`src/rtl/pxdemux_pkg.sv`:
```
package pxdemux_pkg;
  typedef enum logic {
    LANE_SERIAL = 1'b0,
    LANE_SPLIT  = 1'b1
  } lane_mode_e;

  localparam int PHASES  = 4;
  localparam int PHASE_W = $clog2(PHASES);

  typedef enum logic [PHASE_W-1:0] {
    PH_CB_GRAB = 2'd0,
    PH_Y_GRAB  = 2'd1,
    PH_EVEN    = 2'd2,
    PH_ODD     = 2'd3
  } phase_e;
endpackage

```
`src/rtl/pxdemux_seq.sv`:
```
module pxdemux_seq
  import pxdemux_pkg::*;
#(
  parameter int IDX_W = 11
) (
  input  logic             clk,
  input  logic             rst_n,
  input  logic             sav_i,
  input  logic             mode_req_i,
  output lane_mode_e       mode_o,
  output phase_e           phase_o,
  output logic [IDX_W-1:0] pair_o
);
  lane_mode_e       mode_q;
  phase_e           phase_q;
  logic [IDX_W-1:0] pair_q;

  always_ff @(posedge clk) begin
    if (!rst_n) begin
      mode_q  <= LANE_SERIAL;
      phase_q <= PH_CB_GRAB;
      pair_q  <= '0;
    end else if (sav_i) begin
      mode_q  <= lane_mode_e'(mode_req_i);
      phase_q <= PH_CB_GRAB;
      pair_q  <= '0;
    end else begin
      phase_q <= phase_e'(phase_q + 1'b1);
      if (phase_q == PH_ODD) pair_q <= pair_q + 1'b1;
    end
  end

  assign mode_o  = mode_q;
  assign phase_o = phase_q;
  assign pair_o  = pair_q;
endmodule

```
`src/rtl/pxdemux_path.sv`:
```
module pxdemux_path
  import pxdemux_pkg::*;
#(
  parameter int DW    = 8,
  parameter int IDX_W = 11
) (
  input  logic              clk,
  input  logic              rst_n,
  input  logic              step_i,
  input  lane_mode_e        mode_i,
  input  phase_e            phase_i,
  input  logic [IDX_W-1:0]  pair_i,
  input  logic [2*DW-1:0]   pix_i,
  output logic              valid_o,
  output logic              odd_o,
  output logic [IDX_W-1:0]  pair_o,
  output logic [DW-1:0]     y_o,
  output logic [DW-1:0]     cb_o,
  output logic [DW-1:0]     cr_o
);
  logic [DW-1:0] lo_lane, hi_lane, chroma_in;
  logic [DW-1:0] cb_hold, y_hold;
  logic          split;

  assign lo_lane   = pix_i[DW-1:0];
  assign hi_lane   = pix_i[2*DW-1:DW];
  assign split     = (mode_i == LANE_SPLIT);
  assign chroma_in = split ? hi_lane : lo_lane;

  always_ff @(posedge clk) begin
    if (!rst_n) begin
      cb_hold <= '0;
      y_hold  <= '0;
      valid_o <= 1'b0;
      odd_o   <= 1'b0;
      pair_o  <= '0;
      y_o     <= '0;
      cb_o    <= '0;
      cr_o    <= '0;
    end else begin
      valid_o <= 1'b0;
      if (step_i) begin
        unique case (phase_i)
          PH_CB_GRAB: begin
            cb_hold <= chroma_in;
            if (split) y_hold <= lo_lane;
          end
          PH_Y_GRAB: begin
            if (!split) y_hold <= lo_lane;
          end
          PH_EVEN: begin
            valid_o <= 1'b1;
            odd_o   <= 1'b0;
            pair_o  <= pair_i;
            y_o     <= y_hold;
            cb_o    <= cb_hold;
            cr_o    <= chroma_in;
            if (split) y_hold <= lo_lane;
          end
          PH_ODD: begin
            valid_o <= 1'b1;
            odd_o   <= 1'b1;
            pair_o  <= pair_i;
            y_o     <= split ? y_hold : lo_lane;
          end
          default: ;
        endcase
      end
    end
  end
endmodule

```
`src/rtl/pxdemux.sv`:
```
module pxdemux
  import pxdemux_pkg::*;
#(
  parameter int DW    = 8,
  parameter int IDX_W = 11
) (
  input  logic             clk,
  input  logic             rst_n,
  input  logic             mode_16_i,
  input  logic             sav_i,
  input  logic [2*DW-1:0]  pix_i,
  output logic             out_valid_o,
  output logic             out_odd_o,
  output logic [IDX_W-1:0] out_pair_o,
  output logic [DW-1:0]    out_y_o,
  output logic [DW-1:0]    out_cb_o,
  output logic [DW-1:0]    out_cr_o
);
  lane_mode_e       mode_act;
  phase_e           phase;
  logic [IDX_W-1:0] pair_cnt;

  pxdemux_seq #(.IDX_W(IDX_W)) seq_i (
    .clk        (clk),
    .rst_n      (rst_n),
    .sav_i      (sav_i),
    .mode_req_i (mode_16_i),
    .mode_o     (mode_act),
    .phase_o    (phase),
    .pair_o     (pair_cnt)
  );

  pxdemux_path #(.DW(DW), .IDX_W(IDX_W)) path_i (
    .clk     (clk),
    .rst_n   (rst_n),
    .step_i  (!sav_i),
    .mode_i  (mode_act),
    .phase_i (phase),
    .pair_i  (pair_cnt),
    .pix_i   (pix_i),
    .valid_o (out_valid_o),
    .odd_o   (out_odd_o),
    .pair_o  (out_pair_o),
    .y_o     (out_y_o),
    .cb_o    (out_cb_o),
    .cr_o    (out_cr_o)
  );
endmodule

```
`config.mk`:
```
export PLATFORM = sky130hd
export DESIGN_NAME = pxdemux
export DESIGN_NICKNAME = d
export VERILOG_FILES = /design/src/rtl/pxdemux_pkg.sv /design/src/rtl/pxdemux_seq.sv /design/src/rtl/pxdemux_path.sv /design/src/rtl/pxdemux.sv
export SDC_FILE = /design/constraint.sdc
export NUM_CORES = 1
export LEC_CHECK = 0
export BUFFER_PORTS_ARGS = -buffer_cell sky130_fd_sc_hd__buf_4
export CAP_MARGIN = 25
export CORE_ASPECT_RATIO = 0.5
export CORE_UTILIZATION = 45
export CTS_CLUSTER_SIZE = 20
export DETAILED_ROUTE_END_ITERATION = 6
export PLACE_DENSITY = 0.7
export SETUP_SLACK_MARGIN = 0.5
export SYNTH_ARGS = -nofsm -noshare
export SYNTH_HDL_FRONTEND = slang
export SYNTH_SLANG_ARGS = --single-unit
export TNS_END_PERCENT = 1
```
`constraint.sdc`:
```
create_clock -name clk -period 2 [get_ports clk]
set_input_delay 0.2 -clock clk [delete_from_list [all_inputs] [get_ports clk]]
set_output_delay 0.2 -clock clk [all_outputs]
set_load 0.005 [all_outputs]
```
==> results of run 1 <==
final timing paths:
kind,depth (start not counted),to
worst max-delay path,6,path_i.y_hold[4]
worst min-delay path,3,seq_i.mode_o
worst max register to register,6,path_i.y_hold[4]
worst min register to register,2,path_i.pair_o[9]
registers in the layout (all words and copies together) (netlist names):
signal	flops
seq_i.mode_o	1
path_i.y_o	8
path_i.cb_o	8
path_i.pair_o	11
seq_i.pair_o	11
path_i.cr_o	8
path_i.y_hold	8
seq_i.phase_o	2
path_i.cb_hold	8
path_i.odd_o	1
path_i.valid_o	1
worst max-delay path: stages (launching register included):
cell and delay (ns):
dfxtp_4 0.38, inv_2 0.09, ha_4 0.21, nor3b_4 0.07, a2111oi_4 0.23, buf_6 0.22
mux2i_1 0.20
through the flow:
stage / power (uW) / instances / worst slack, ns
4_1_cts: 3350 / 452 / 0.3952
5_1_grt: 3458 / 459 / 0.4317
3_3_place_gp: 1635 / 434 / 0.3973
2_1_floorplan: 1559 / 310 / 0.4696
6_report: 3342 / 459 / 0.5245
3_5_place_dp: 1642 / 434 / 0.3013
power by group through the flow:
stage               sequential, uW  combinational [uW]  clock, uW
global placement              1420                 214          0
global route                  1400                 257       1800
floorplan                     1420                 141          0
detailed placement            1420                 219          0
CTS                           1390                 221       1730
finish                        1390                 235       1710
per-layer routing:
metal	up-vias	wire length [um]	track usage (%)	part of all wire, %
li1	1190	-	-	-
met1	1117	3186	25.36	48
met2	51	3109	35.58	46
met3	8	307	7.427	4.6
met4	0	87	7.236	1.3
met5	-	0	0	0
logic make-up (layout without fill, tap and decap cells):
group	count (synthesis)	count (layout)	synth area share [%]
AND/OR/NAND/NOR	109	109	16.92
AO/OA/AOI/OAI	76	77	20.42
flip-flops	67	67	47.37
buffers and inverters	27	91	4.110
multiplexers	24	24	8.484
adder cells (fa/ha/maj)	4	4	1.768
XOR/XNOR	3	3	0.9281
what timing repair did:
action	4_1_cts	5_1_grt
setup endpoints to repair	26	42
setup buffers	2	5
hold buffers	0	0
pin swaps	1	1
gates resized for setup	1	17
cloned	0	2
cell usage in the layout (no fill, tap or decap), types with 2 or more instances in the layout:
cell        synthesis  final
a21boi_0           17     17
a21boi_1            2      2
a21oi_1            14     14
a22o_1              5      5
and2_1              2      2
buf_4               1     67
buf_6               1      2
bufinv_16           0      2
clkbuf_16           0      9
clkinv_4            0      2
clkinvlp_4          0      2
dfxtp_1            67     64
dfxtp_4             0      2
ha_2                0      2
ha_4                0      2
inv_1               3      2
mux2i_1            24     23
nand2_1            75     75
nand2b_1            2      2
nand3_2             0      2
nand4_1             3      3
nor2_1             11     11
nor2b_1             5      5
o211a_1            16     16
o21a_1              2      2
o21ai_0             9      9
o21ba_4             0      2
o22ai_1             3      3
o31ai_1             4      4
or4_1               4      4
xor2_1              2      2
area by class of cell:
cell class,instances,area (sq um),area share [%]
multi-input combinational,217,1460,38.35
sequential,67,1350,35.46
timing repair buffer,71,550.5,14.46
clock buffer,9,225.2,5.915
tap,84,105.1,2.760
clock inverter,7,101.3,2.662
inverter,4,15.01,0.3943
==> impl_metrics.py, run 1 <==
metrics = {
    "power": {
        "power_frac_clock_pct": 51.2,
        "p_leak_uw": 0.001606,
        "intPower_uw": 2585,
        "peakVddDrop_v": 0.0005280,
        "switching_share_pct": 22.67,
        "power_frac_seq_pct": 41.7,
        "p_sw_uw": 757.6,
        "power.density_nw_per_um2": 877.8,
        "combinationalPowerShare_pct": 7.0,
    },
    "detailed_routing": {
        "vias": 2366,
        "viasPerCell": 5.155,
        "drc": 0,
        "firstDrtPassIters": 4,
        "ant_nets": 0,
        "wirelength_um": 6691,
        "wl_per_cell_um": 14.58,
        "drt_iter0_drc": 129,
    },
    "synthesis": {
        "yosys.area.top_type": "dfxtp_1",
        "yosysUniqueCellTypes": 37,
        "synth_top_area_share_pct": 47.37,
        "synth-edff-count": 0,
        "ys_async_sr_fraction_pct": 0,
        "synthCells": 310,
        "yosys_warnings": 0,
        "synth-main-ff-cell": "dfxtp_1",
        "synth_most_common_cell": "nand2_1",
        "yosysSeqAreaShare_pct": 47.37,
        "avgSynthCellArea_sq_um": 9.134,
        "synth.top_cells.by_area": "dfxtp_1 (47%), nand2_1 (9.9%), mux2i_1 (8.5%)",
        "synthesis.nets": 334,
        "ys_seq_elements": 67,
        "synth_area_sq_um": 2831,
        "synthTopCellsByCount": "nand2_1 (75), dfxtp_1 (67), mux2i_1 (24)",
    },
    "die": {
        "core_area_sq_um": 5777,
        "pin_count": 57,
        "num_rows": 19,
        "die_h_um": 58.09,
        "start_util_pct": 49.01,
        "fp.dieW_um": 114.2,
        "dieArea_sq_um": 6633,
    },
    "sta": {
        "finalCriticalPeriod_ns": 1.476,
        "worstMarginPinSlew_ns": 0.3878,
        "timing.slew.headroom_pct": 74.09,
        "whs_ns": 0.1388,
        "finClkSkew_ns": 0.003985,
        "hold_viol": 0,
        "setup_violations": 0,
        "slew_viol_final": 0,
        "finalCritPeriodShare_pct": 73.78,
        "fmax_ghz": 0.6777,
        "fin_setup_tns_ns": 0,
        "rsz0062_at_grt": "yes",
    },
    "clock_tree": {
        "cts_made_buffers": 9,
        "cts.sink_count": 67,
        "clk_pin_slew_ns": 0.06,
        "h-tree-depth": 3,
        "cts_root_buf": "clkbuf_16",
        "cts_max_path_buffers": 2,
        "clk_latency_ns": 0.33,
        "cts_tree": "done",
    },
    "flow_run": {
        "max_cap_viol_count": 0,
    },
    "critical_path": {
        "arrival_ns": 1.74,
        "reg2reg_slack_ns": 0.52,
        "setup.worst_path.class": "reg -> reg",
        "end_kind": "flop",
        "required_ns": 2.26,
        "cp_max_fo": 8,
        "rr_startpoint": "seq_i.phase_o[0]",
        "start_kind": "flop",
        "cp-startpoint": "seq_i.phase_o[0]",
    },
    "global_route": {
        "grt_pass1_vias": 2272,
        "antenna_found_initial": 0,
        "grt_usage_pct": 21.08,
        "grt_max_degree": 43,
        "grt_overflow": 0,
        "grt_pass1_wl_um": 10540,
    },
    "layout": {
        "fillers": 482,
        "fin_util_pct": 65.91,
        "final_area_sq_um": 3807,
        "area_growth_syn_to_layout_pct": 34.47,
        "drive_gt1_share_pct": 27.73,
        "antenna_cells": 0,
        "finalNetCount": 394,
    },
    "hold_path": {
        "holdCritPathClass": "in -> reg",
        "hp-start": "mode_16_i",
    },
    "status": {
        "status": "finished, final reports clean",
    },
    "placed_design": {
        "postPlaceCellArea_sq_um": 3323,
        "port-buffer-count": 56,
        "hpwl_um": 4369,
        "place_congestion": 0.7565,
    },
}
Power figures use the tool's default switching activity.
==> run 2, diff against run 1 <==
--- a/config.mk
+++ b/config.mk
@@ -11,7 +11,7 @@
 export CORE_UTILIZATION = 45
 export CTS_CLUSTER_SIZE = 20
 export DETAILED_ROUTE_END_ITERATION = 6
-export PLACE_DENSITY = 0.7
+export PLACE_DENSITY = 0.73
 export SETUP_SLACK_MARGIN = 0.5
 export SYNTH_ARGS = -nofsm -noshare
 export SYNTH_HDL_FRONTEND = slang
==> constraint.sdc (replaced) <==
create_clock -name clk -period 1.3 [get_ports clk]
set_input_delay 0.13 -clock clk [delete_from_list [all_inputs] [get_ports clk]]
set_output_delay 0.13 -clock clk [all_outputs]
set_load 0.005 [all_outputs]
==> impl_metrics.py, run 2 (synthesis gave the netlist of run 1 again) <==
metrics = {
    "die": {
        "die_h_um": 58.09,
        "pin_count": 57,
        "start_util_pct": 49.01,
        "num_rows": 19,
        "fp.dieW_um": 114.2,
        "core_area_sq_um": 5777,
        "dieArea_sq_um": 6633,
    },
    "detailed_routing": {
        "drt_iter0_drc": 122,
        "wl_per_cell_um": 13.97,
        "viasPerCell": 5.126,
        "firstDrtPassIters": 4,
        "ant_nets": 0,
        "wirelength_um": 6540,
        "drc": 0,
        "vias": 2399,
    },
    "status": {
        "status": "finished with violations",
        "violations": "setup timing",
    },
    "flow_run": {
        "max_cap_viol_count": 0,
    },
    "power": {
        "p_leak_uw": 0.001695,
        "power.density_nw_per_um2": 1177,
        "peakVddDrop_v": 0.0009620,
    },
    "layout": {
        "mostFrequentLayoutCells": "nand2_1 (73), buf_4 (64), dfxtp_1 (51)",
        "drive_gt1_share_pct": 35.16,
        "fin_util_pct": 68.90,
        "area_growth_syn_to_layout_pct": 40.57,
        "fillers": 463,
        "final_area_sq_um": 3980,
        "antenna_cells": 0,
        "multi_input_area_sq_um": 1523,
        "reg_top3": "path_i.pair_o (11), seq_i.pair_o (11)",
        "register_area_sq_um": 1369,
        "finalNetCount": 404,
        "final_common_cell": "nand2_1",
    },
    "clock_tree": {
        "cts_tree": "done",
        "cts.sink_count": 67,
        "h-tree-depth": 3,
        "cts_made_buffers": 9,
        "cts_max_path_buffers": 2,
        "cts_root_buf": "clkbuf_16",
        "clk_pin_slew_ns": 0.05,
        "cts_setup_buffers": 0,
        "clk_latency_ns": 0.33,
    },
    "critical_path": {
        "reg2reg_slack_ns": -0.1,
        "start_kind": "flop",
        "cp_max_fo": 4,
        "arrival_ns": 1.64,
        "cp_slowest_cell": "or4_1",
        "path_cells": "ha_4 -> nand4_1 -> or4_1 -> a21oi_1",
        "rr_worst_depth": 4,
        "setup.worst_path.class": "reg -> reg",
        "rr_startpoint": "seq_i.phase_o[1]",
        "timing.rr.end": "seq_i.pair_o[7]",
        "max_stage_delay_ns": 0.45,
        "end_kind": "flop",
        "required_ns": 1.55,
    },
    "sta": {
        "finalCriticalPeriod_ns": 1.395,
        "hold_viol": 0,
        "fin_ws_ns": -0.09518,
        "fmax_ghz": 0.7168,
        "rsz0062_at_grt": "yes",
        "worstMarginPinSlew_ns": 0.4183,
        "finalCritPeriodShare_pct": 107.3,
        "timing.slew.headroom_pct": 72.05,
        "slew_viol_final": 0,
        "finClkSkew_ns": 0.004373,
        "setup_violations": 28,
    },
    "placed_design": {
        "place_congestion": 0.8239,
        "port-buffer-count": 56,
        "postPlaceCellArea_sq_um": 3501,
        "hpwl_um": 4526,
    },
    "global_route": {
        "grt_max_degree": 27,
        "grt_pass1_vias": 2358,
        "antenna_found_initial": 0,
        "grt_overflow": 0,
        "grt_pass1_wl_um": 11030,
        "grt_usage_pct": 22.21,
    },
    "hold_path": {
        "holdCritPathClass": "in -> reg",
        "hold_path_depth": 3,
        "whs_endpoint": "seq_i.mode_o",
        "hp-start": "mode_16_i",
    },
}
==> run 2: area by class of cell <==
class / count / area share, %
clock buffer: 12 / 6.193
inverter: 4 / 0.4401
tap: 84 / 2.641
sequential: 67 / 34.39
clock inverter: 3 / 0.3772
timing repair buffer: 82 / 17.70
multi-input combinational: 216 / 38.26
==> run 2: layer usage <==
layer	track usage, %	vias up	share of wire [%]
li1	-	1212	-
met2	37.58	59	48
met3	8.054	11	5.4
met4	8.905	0	1.6
met1	26.11	1117	45
met5	0	-	0
==> run 2: report_power, final <==
group	total [uW]	switching [uW]	leakage (uW)	internal, uW
logic	404	194	0.00101	210
clock network	2130	814	0.000132	1320
registers	2150	36.5	0.000552	2110
==> run 2: repair_timing <==
action,in CTS,in global routing
gates resized for setup,62,19
hold buffers,0,0
pin swaps,16,13
endpoints found under the setup margin,103,103
==> run 2: worst max-delay path by stage <==
stage | to | slack [ns] | start
after floorplan | path_i.y_hold[0] | -0.20 | seq_i.phase_o[0]
after global placement | path_i.pair_o[9] | -0.17 | seq_i.phase_o[0]
after detailed placement | path_i.pair_o[2] | -0.24 | seq_i.phase_o[0]
after CTS | seq_i.pair_o[5] | -0.10 | seq_i.phase_o[1]
after global routing | path_i.y_hold[5] | -0.19 | seq_i.phase_o[1]
final | seq_i.pair_o[7] | -0.1 | seq_i.phase_o[1]
==> run 2: worst max-delay path, delay by kind of cell, from the launching register on <==
family	cells	cell delay, ns
AND/OR/NAND/NOR	2	0.61
adder cells (fa/ha/maj)	1	0.16
AO/OA/AOI/OAI	1	0.17
flip-flops	1	0.37
==> run 2: stage by stage <==
| stage | setup WS, ns | setup TNS (ns) | power [uW] | instances | hold WS, ns |
|---|---|---|---|---|---|
| after floorplan | -0.2006 | -7.165 | 2398 | 310 | 0.2721 |
| after global placement | -0.1689 | -4.974 | 2532 | 453 | 0.3896 |
| after detailed placement | -0.2366 | -6.906 | 2543 | 453 | 0.4011 |
| after CTS | -0.1009 | -1.560 | 4722 | 468 | 0.05287 |
| after global routing | -0.1912 | -4.036 | 4868 | 468 | 0.06870 |
| final | -0.09518 | -1.195 | 4684 | 468 | 0.06533 |
==> run 3, diff against run 2 <==
--- a/config.mk
+++ b/config.mk
@@ -8,10 +8,10 @@
 export BUFFER_PORTS_ARGS = -buffer_cell sky130_fd_sc_hd__buf_4
 export CAP_MARGIN = 25
 export CORE_ASPECT_RATIO = 0.5
-export CORE_UTILIZATION = 45
+export CORE_UTILIZATION = 40
 export CTS_CLUSTER_SIZE = 20
 export DETAILED_ROUTE_END_ITERATION = 6
-export PLACE_DENSITY = 0.73
+export PLACE_DENSITY = 0.72
 export SETUP_SLACK_MARGIN = 0.5
 export SYNTH_ARGS = -nofsm -noshare
 export SYNTH_HDL_FRONTEND = slang
==> impl_metrics.py, run 3 (synthesis gave the netlist of run 1 again) <==
metrics = {
    "global_route": {
        "grt_pass1_wl_um": 10700,
        "grtUsageMet3_pct": 6.111,
        "top_usage_layer": "met2",
        "met1_usage_pct": 23.48,
        "met2_usage_pct": 32.41,
        "grt_usage_pct": 19.13,
        "grt_max_degree": 58,
        "grt_overflow": 0,
        "antenna_found_initial": 0,
        "grt_pass1_vias": 2234,
    },
    "layout": {
        "mostFrequentLayoutCells": "nand2_1 (74), buf_4 (52), dfxtp_1 (38)",
        "final_common_cell": "nand2_1",
        "drive_gt1_share_pct": 39.74,
        "finalNetCount": 405,
        "antenna_cells": 0,
        "reg_top3": "path_i.pair_o (11), seq_i.pair_o (11)",
        "area_growth_syn_to_layout_pct": 44.45,
        "fin_util_pct": 60.57,
    },
    "sta": {
        "hold_viol": 0,
        "slew_viol_final": 0,
        "fmax_ghz": 0.7236,
        "worstMarginPinSlew_ns": 0.3989,
        "finalCritPeriodShare_pct": 106.3,
        "finClkSkew_ns": 0.005516,
        "fin_ws_ns": -0.08205,
        "timing.slew.headroom_pct": 73.34,
        "finalCriticalPeriod_ns": 1.382,
        "rsz0062_at_grt": "yes",
        "setup_violations": 30,
    },
    "detailed_routing": {
        "firstDrtPassIters": 4,
        "ant_nets": 0,
        "drt_iter0_drc": 110,
        "wirelength_um": 6887,
        "viasPerCell": 5.082,
        "vias": 2424,
        "drc": 0,
        "wl_per_cell_um": 14.44,
    },
    "clock_tree": {
        "cts_made_buffers": 9,
        "h-tree-depth": 3,
        "cts_max_path_buffers": 2,
        "clk_pin_slew_ns": 0.05,
        "clk_latency_ns": 0.33,
        "cts_hold_buf": 0,
        "cts_root_buf": "clkbuf_16",
        "cts.sink_count": 67,
        "cts_tree": "done",
    },
    "critical_path": {
        "start_kind": "flop",
        "setup.worst_path.class": "reg -> reg",
        "max_stage_delay_ns": 0.38,
        "end_kind": "flop",
        "required_ns": 1.56,
        "cp_slowest_cell": "dfxtp_4",
        "cp_max_fo": 5,
        "path_cells": "ha_4 -> nand4_1 -> buf_4 -> or3_4 -> a21oi_1",
        "arrival_ns": 1.64,
    },
    "status": {
        "status": "finished with violations",
        "violations": "setup timing",
    },
    "die": {
        "dieArea_sq_um": 7439,
        "core_area_sq_um": 6753,
        "num_rows": 21,
        "die_h_um": 61.49,
        "pin_count": 57,
        "start_util_pct": 41.93,
        "fp.dieW_um": 121.0,
    },
    "power": {
        "power.density_nw_per_um2": 1214,
        "p_leak_uw": 0.001721,
        "peakVddDrop_v": 0.0006914,
    },
    "hold_path": {
        "holdCritPathClass": "in -> reg",
    },
    "flow_run": {
        "max_cap_viol_count": 0,
    },
    "placed_design": {
        "hpwl_um": 4663,
        "place_congestion": 0.7441,
        "dpl_worst_slack_ns": -0.2513,
        "port-buffer-count": 56,
    },
}
==> run 3: cell count changes in the layout (fill, tap and decap cells not counted), moves of 7 or more <==
cell / change
buf_4: -12
dfxtp_1: -13
a21boi_1: -7
buf_6: +13
a21boi_0: +8
dfxtp_2: +13
==> run 3: layer usage <==
layer  vias to the layer above  share of wire [%]
met5                         -                  0
met4                         0                1.4
met3                         7                4.5
met2                        59                 49
met1                      1143                 45
li1                       1215                  -
==> run 3: worst paths after layout <==
kind | slack (ns) | from | depth (start not counted) | endpoint
setup / recovery | -0.08 | seq_i.phase_o[0] | 5 | seq_i.pair_o[5]
hold / removal | 0.08 | pix_i[0] | 3 | path_i.y_hold[0]
setup reg to reg | -0.08 | seq_i.phase_o[0] | 5 | seq_i.pair_o[5]
hold reg to reg | 0.45 | path_i.pair_o[0] | 2 | path_i.pair_o[0]
==> run 3: metrics by stage <==
step	instances	area [sq um]	setup TNS, ns	hold slack, ns	total power (uW)
floorplan	310	2867	-7.165	0.2721	2398
finish	477	4090	-0.9150	0.08143	4966
global placement	459	3508	-4.206	0.3957	2535
detailed placement	459	3508	-5.460	0.4138	2546
global route	477	4090	-4.195	0.08875	5151
CTS	475	4046	-0.7963	0.07524	5012
==> run 3: repair_timing <==
action / in CTS / in global routing
endpoints found under the setup margin: 103 / 103
gates cloned: 0 / 1
buffers inserted: 1 / 1
hold endpoints to repair: 0 / 0
gates resized for setup: 81 / 15
pin swaps: 13 / 6
==> run 3: layout make-up <==
type | instances | area (sq um)
multi-input cells | 216 | 1505
repair buffers | 83 | 765.7
well taps | 92 | 115.1
flip-flops and latches | 67 | 1385
clock buffers | 11 | 252.7
inverters | 4 | 17.52
fillers | 562 | 2663
clock inverters | 4 | 48.80
==> run 3: report_power, final <==
part	leakage (uW)	switching, uW	internal (uW)	total, uW
Combinational	0.00101	192	206	397
Clock	0.000148	847	1570	2420
Sequential	0.000559	39.2	2110	2150
Total	0.00172	1080	3890	4970
==> run 3: critical path: cells and delay by family, from the launching register on <==
family	cells	cell delay, ns
compound gates	1	0.13
fa+ha+maj	1	0.15
simple gates	2	0.45
buf+inv	1	0.19
flops	1	0.38
